File: config.mk
export PLATFORM = sky130hd
export DESIGN_NAME = irq_chan_ctrl
export DESIGN_NICKNAME = d
export VERILOG_FILES = /design/src/rtl/irqc_pkg.sv /design/src/rtl/irqc_pending.sv /design/src/rtl/irqc_serve.sv /design/src/rtl/irqc_pick.sv /design/src/rtl/irq_chan_ctrl.sv
export SDC_FILE = /design/constraint.sdc
export NUM_CORES = 1
export LEC_CHECK = 0
export BUFFER_PORTS_ARGS = -buffer_cell sky130_fd_sc_hd__buf_2
export CORE_MARGIN = 1
export CORE_UTILIZATION = 44
export CTS_CLUSTER_SIZE = 12
export DETAILED_ROUTE_END_ITERATION = 16
export PLACE_DENSITY = 0.79
export SYNTH_ARGS = -nofsm -noshare
export SYNTH_HDL_FRONTEND = slang
export SYNTH_SLANG_ARGS = --single-unit
File: constraint.sdc
create_clock -name clk -period 1.8 [get_ports clk]
set_input_delay 0.36 -clock clk [delete_from_list [all_inputs] [get_ports clk]]
set_output_delay 0.36 -clock clk [all_outputs]
set_load 0.01 [all_outputs]
File: src/rtl/irqc_pkg.sv
package irqc_pkg;

    parameter int NUM_CH = 8;
    localparam int ID_W = $clog2(NUM_CH);

    // control word bit positions
    localparam int ID_LSB      = 0;
    localparam int ACK_BIT     = 3;
    localparam int GEN_BIT     = 4;
    localparam int EN_LSB      = 8;
    localparam int INJ_SEL_LSB = 16;
    localparam int INJ_GO_BIT  = 19;
    localparam int WORD_W      = 32;

    typedef enum logic [1:0] {
        ST_IDLE  = 2'd0,
        ST_SERVE = 2'd1,
        ST_GAP   = 2'd2
    } srv_state_t;

    typedef struct packed {
        logic [NUM_CH-1:0] en;
        logic              gen;
        logic              ack;
        logic              inj_go;
        logic [ID_W-1:0]   inj_sel;
    } ctrl_cmd_t;

    function automatic ctrl_cmd_t decode_word(input logic [WORD_W-1:0] w);
        ctrl_cmd_t c;
        c.en      = w[EN_LSB +: NUM_CH];
        c.gen     = w[GEN_BIT];
        c.ack     = w[ACK_BIT];
        c.inj_go  = w[INJ_GO_BIT];
        c.inj_sel = w[INJ_SEL_LSB +: ID_W];
        return c;
    endfunction

    function automatic logic [ID_W-1:0] lowest_set(input logic [NUM_CH-1:0] p);
        logic [ID_W-1:0] r;
        r = '0;
        for (int i = NUM_CH - 1; i >= 0; i--) begin
            if (p[i]) r = ID_W'(i);
        end
        return r;
    endfunction

endpackage

File: src/rtl/irqc_pending.sv
module irqc_pending
    import irqc_pkg::*;
#(
    parameter int N = NUM_CH,
    localparam int IW = $clog2(N)
) (
    input  logic          clk,
    input  logic          rst,
    input  logic [N-1:0]  req_i,
    input  logic [N-1:0]  en_i,
    input  logic          inj_go_i,
    input  logic [IW-1:0] inj_sel_i,
    input  logic          clr_go_i,
    input  logic [IW-1:0] clr_sel_i,
    output logic [N-1:0]  pend_o
);

    logic [N-1:0] req_q;

    always_ff @(posedge clk) begin
        if (rst) req_q <= '0;
        else     req_q <= req_i;
    end

    for (genvar n = 0; n < N; n++) begin : g_ch
        logic set_n, clr_n;
        assign set_n = (req_i[n] && !req_q[n] && en_i[n]) ||
                       (inj_go_i && (inj_sel_i == IW'(n)));
        assign clr_n = clr_go_i && (clr_sel_i == IW'(n));

        always_ff @(posedge clk) begin
            if (rst) pend_o[n] <= 1'b0;
            else     pend_o[n] <= (pend_o[n] && !clr_n) || set_n;
        end


        pend_clear_chk: assert property (@(posedge clk) disable iff (rst)
            (!$past(rst) && $fell(pend_o[n])) |-> $past(clr_go_i && (clr_sel_i == IW'(n))));
    end

endmodule

File: src/rtl/irqc_serve.sv
module irqc_serve
    import irqc_pkg::*;
#(
    parameter int N = NUM_CH,
    localparam int IW = $clog2(N)
) (
    input  logic          clk,
    input  logic          rst,
    input  logic          gen_i,
    input  logic          any_i,
    input  logic [IW-1:0] pick_i,
    input  logic          ack_i,
    output logic [IW-1:0] id_o,
    output logic          irq_o,
    output logic          ack_take_o
);

    srv_state_t state;

    always_ff @(posedge clk) begin
        if (rst) begin
            state <= ST_IDLE;
            id_o  <= '0;
        end else begin
            unique case (state)
                ST_IDLE: if (gen_i && any_i) begin
                    state <= ST_SERVE;
                    id_o  <= pick_i;
                end
                ST_SERVE: if (ack_i) state <= ST_GAP;
                ST_GAP:   state <= ST_IDLE;
                default:  state <= ST_IDLE;
            endcase
        end
    end

    assign ack_take_o = (state == ST_SERVE) && ack_i;
    assign irq_o      = (state == ST_SERVE) && gen_i;


    id_hold_chk: assert property (@(posedge clk) disable iff (rst)
        (state == ST_SERVE && !ack_i) |=> $stable(id_o));


    ack_gap_chk: assert property (@(posedge clk) disable iff (rst)
        ack_take_o |=> (!irq_o ##1 !irq_o));

endmodule

File: src/rtl/irqc_pick.sv
module irqc_pick
    import irqc_pkg::*;
#(
    parameter int N = NUM_CH,
    localparam int IW = $clog2(N)
) (
    input  logic [N-1:0]  pend_i,
    output logic          any_o,
    output logic [IW-1:0] pick_o
);

    assign any_o  = |pend_i;
    assign pick_o = lowest_set(pend_i);

endmodule

File: src/rtl/irq_chan_ctrl.sv
module irq_chan_ctrl
    import irqc_pkg::*;
(
    input  logic              clk,
    input  logic              rst,
    input  logic              reg_we,
    input  logic [WORD_W-1:0] reg_wdata,
    output logic [WORD_W-1:0] reg_rdata,
    input  logic [NUM_CH-1:0] req_in,
    output logic              cpu_irq
);

    ctrl_cmd_t         cmd;
    logic [NUM_CH-1:0] en_q;
    logic              gen_q;
    logic [NUM_CH-1:0] pend;
    logic              any_p;
    logic [ID_W-1:0]   pick;
    logic [ID_W-1:0]   srv_id;
    logic              ack_take;

    assign cmd = decode_word(reg_wdata);

    always_ff @(posedge clk) begin
        if (rst) begin
            en_q  <= '0;
            gen_q <= 1'b0;
        end else if (reg_we) begin
            en_q  <= cmd.en;
            gen_q <= cmd.gen;
        end
    end

    irqc_pending #(.N(NUM_CH)) u_pend (
        .clk       (clk),
        .rst       (rst),
        .req_i     (req_in),
        .en_i      (en_q),
        .inj_go_i  (reg_we && cmd.inj_go),
        .inj_sel_i (cmd.inj_sel),
        .clr_go_i  (ack_take),
        .clr_sel_i (srv_id),
        .pend_o    (pend)
    );

    irqc_pick #(.N(NUM_CH)) u_pick (
        .pend_i (pend),
        .any_o  (any_p),
        .pick_o (pick)
    );

    irqc_serve #(.N(NUM_CH)) u_serve (
        .clk        (clk),
        .rst        (rst),
        .gen_i      (gen_q),
        .any_i      (any_p),
        .pick_i     (pick),
        .ack_i      (reg_we && cmd.ack),
        .id_o       (srv_id),
        .irq_o      (cpu_irq),
        .ack_take_o (ack_take)
    );

    always_comb begin
        reg_rdata = '0;
        reg_rdata[EN_LSB +: NUM_CH] = en_q;
        reg_rdata[GEN_BIT]          = gen_q;
        reg_rdata[ID_LSB +: ID_W]   = srv_id;
    end


    irq_gen_chk: assert property (@(posedge clk) disable iff (rst)
        cpu_irq |-> gen_q);


    irq_pend_chk: assert property (@(posedge clk) disable iff (rst)
        cpu_irq |-> pend[srv_id]);

endmodule

==> results.sh <==
export IMPL_postSynthCellCount=152
export IMPL_final_common_cell="buf_2"
export IMPL_initial_core_util=0.459
export IMPL_insertion_delay_ns=0.32
export IMPL_dr_pass1_iters=4
export IMPL_crit_path_end_kind="output port"
export IMPL_ant_nets=0
export IMPL_critPathMaxStageDelay_ns=0.36
export IMPL_crit_slowest_cell="dfxtp_1"
export IMPL_diodes=0
export IMPL_rows=20
export IMPL_die_y_um=58.2
export IMPL_ff2ff_setup_slack_ns=0.34
export IMPL_routed_via_count=1121
export IMPL_gp_congestion=0.844
export IMPL_ys_types=31
export IMPL_arrival_ns=1.15
export IMPL_hold_violations=0
export IMPL_first_iter_violations=54
export IMPL_cts_max_level=2
export IMPL_wire_per_inst_um=11.0
export IMPL_cts_root_buf="clkbuf_4"
export IMPL_ys_warn_count=0
export IMPL_cts_hold_buffers=0
export IMPL_setup_worst_path_start="u_serve.state[0]"
export IMPL_syn_area_per_cell_um2=9.14
export IMPL_synth_top_cell_area_share=0.432
export IMPL_max_slew_margin_rel=0.645
export IMPL_instances_no_fill=236
export IMPL_cts_buffers=5
export IMPL_dp_cells=228
export IMPL_hold_start="req_in[2]"
export IMPL_grt_pass1_vias=1020
export IMPL_clk_pin_slew_worst_paths_ns=0.09
export IMPL_vias_per_cell=4.75
export IMPL_grtUsageTotal=0.178
export IMPL_power_leakage_nw=0.712
export IMPL_cts_tree="done"
export IMPL_ios=76
export IMPL_r2r_start="u_pend.pend_o[2]"
export IMPL_dieArea_um2=3380
export IMPL_status="finished clean"
export IMPL_rsz0062_at_grt="false"
export IMPL_crit_type="reg2out"
export IMPL_fin_skew_ns=0.00747
export IMPL_setup_violations=0
export IMPL_synth_area_leaders="dfxtp_1 43%, buf_4 11%, mux2i_1 6.5%"
export IMPL_area_delta_synth_final_pct=15.1
export IMPL_crit_path_max_fanout=3
export IMPL_fin_tns_setup_ns=0
export IMPL_cts_sinks=30
export IMPL_slew_violations=0
export IMPL_grt_start_max_net_pins=31
export IMPL_port_buffers=37
export IMPL_drive_gt1_frac=0.260
export IMPL_layout_common_cells="37 x buf_2, 30 x dfxtp_1, 20 x conb_1"
export IMPL_fin_crit_sh=0.837
export IMPL_crit_required_ns=1.44
export IMPL_synth_seq_area_share=0.432
export IMPL_gr_total_overflow=0
export IMPL_hp_class="in2reg"
export IMPL_ys_seq_elements=30
export IMPL_fp_coreArea_um2=3030
export IMPL_fmax_mhz=664
export IMPL_post_cts_buffers=0
export IMPL_grt_pass1_wl_um=4520
export IMPL_syn_cell_area_um2=1390
export IMPL_worst_pin_slew_ns=0.532
export IMPL_worstPathCellList="nor2b_1 -> and2_1 -> buf_2"
export IMPL_final_nets=234
export IMPL_drt_total_wl_um=2590
export IMPL_drv_cap=0
export IMPL_drcViolationCount=0
export IMPL_worstSetupStartpointType="register"
export IMPL_cts_buffer_depth=2
export IMPL_dp_final_hpwl_um=1930
export IMPL_antenna_found_initial=0
export IMPL_period_needed_ns=1.51
export IMPL_ctsResizeCount=0
export IMPL_yosysTopAreaCell="dfxtp_1"
export IMPL_fp_dieW_um=58.2
export IMPL_max_vdd_ir_drop_uv=534
export IMPL_power_density_nw_per_um2=889
[worst paths after layout]
path,endpoint,cells after the start
worst max register to register,u_serve.id_o[1],4
worst min-delay path,u_pend.req_q[2],2
worst max-delay path,cpu_irq,3
worst min register to register,u_pend.pend_o[0],2
[sequential cells by signal, summed over array words and instances (netlist names)]
register / flops
u_serve.state: 2
gen_q: 1
u_pend.pend_o: 8
u_serve.id_o: 3
u_pend.req_q: 8
en_q: 8
[stage by stage]
step | setup WS [ns] | utilization | instance area [um2] | hold slack (ns) | total power, mW
6_report | 0.294 | 0.528 | 1600 | 0.259 | 1.42
3_5_place_dp | 0.326 | 0.503 | 1520 | 0.502 | 0.922
2_1_floorplan | 0.459 | - | 1460 | 0.470 | 0.892
4_1_cts | 0.295 | 0.528 | 1600 | 0.257 | 1.43
3_3_place_gp | 0.368 | 0.503 | 1520 | 0.497 | 0.917
5_1_grt | 0.219 | 0.528 | 1600 | 0.248 | 1.50
[worst max-delay path, delay by kind of cell, from the launching register on]
kind / cells / cell delay (ns)
buffers and inverters: 1 / 0.12
DFF: 1 / 0.36
and+or+nand+nor: 2 / 0.35
[Yosys cell counts]
cell type,count
nor2_1,15
nand3_1,2
nand4b_1,1
a31oi_1,2
or2_1,1
o21ai_4,1
or4_4,2
dfxtp_1,30
nand4_1,1
o21ai_0,8
clkbuf_1,2
a21oi_1,10
and3_1,1
nor2b_1,12
a2111o_1,1
nor3b_2,1
a21oi_2,1
buf_4,21
nand2_1,6
a32oi_1,6
mux2i_1,9
o31ai_1,2
nand2b_1,2
a211oi_1,1
clkbuf_8,1
conb_1,1
nand3b_1,2
inv_1,7
buf_2,1
a211o_2,1
and2_1,1
[area by class of cell]
cell class                      count  area, um2
Multi-Input combinational cell    109        649
Fill cell                         301       1430
Sequential cell                    30        601
Clock buffer                        7       45.0
Clock inverter                      1       30.0
Inverter                            7       26.3
Tap cell                           44       55.1
Timing Repair Buffer               38        193
[cell families (layout without fill, tap and decap cells)]
| group | count (synthesis) | count (layout) | share of synthesized area |
|---|---|---|---|
| AOI/OAI and AO/OA | 33 | 33 | 0.161 |
| buffers and inverters | 32 | 53 | 0.151 |
| DFF | 30 | 30 | 0.432 |
| muxes | 9 | 9 | 0.0649 |
| other | 1 | 20 | 0.00270 |
| and+or+nand+nor | 47 | 47 | 0.187 |
[power by group]
group,switching [mW],total (mW),internal [mW]
logic,0.101,0.182,0.0806
registers,0.0253,0.724,0.699
clock network,0.221,0.516,0.295
total,0.348,1.42,1.07
[layer usage]
layer	global-route usage	routed length, um	vias up
met1	0.224	1280	511
met3	0.0469	142	5
li1	-	-	563
met2	0.289	1130	42
met5	0	0	-
met4	0.0714	40	0
(Power assumes the default switching activity.)
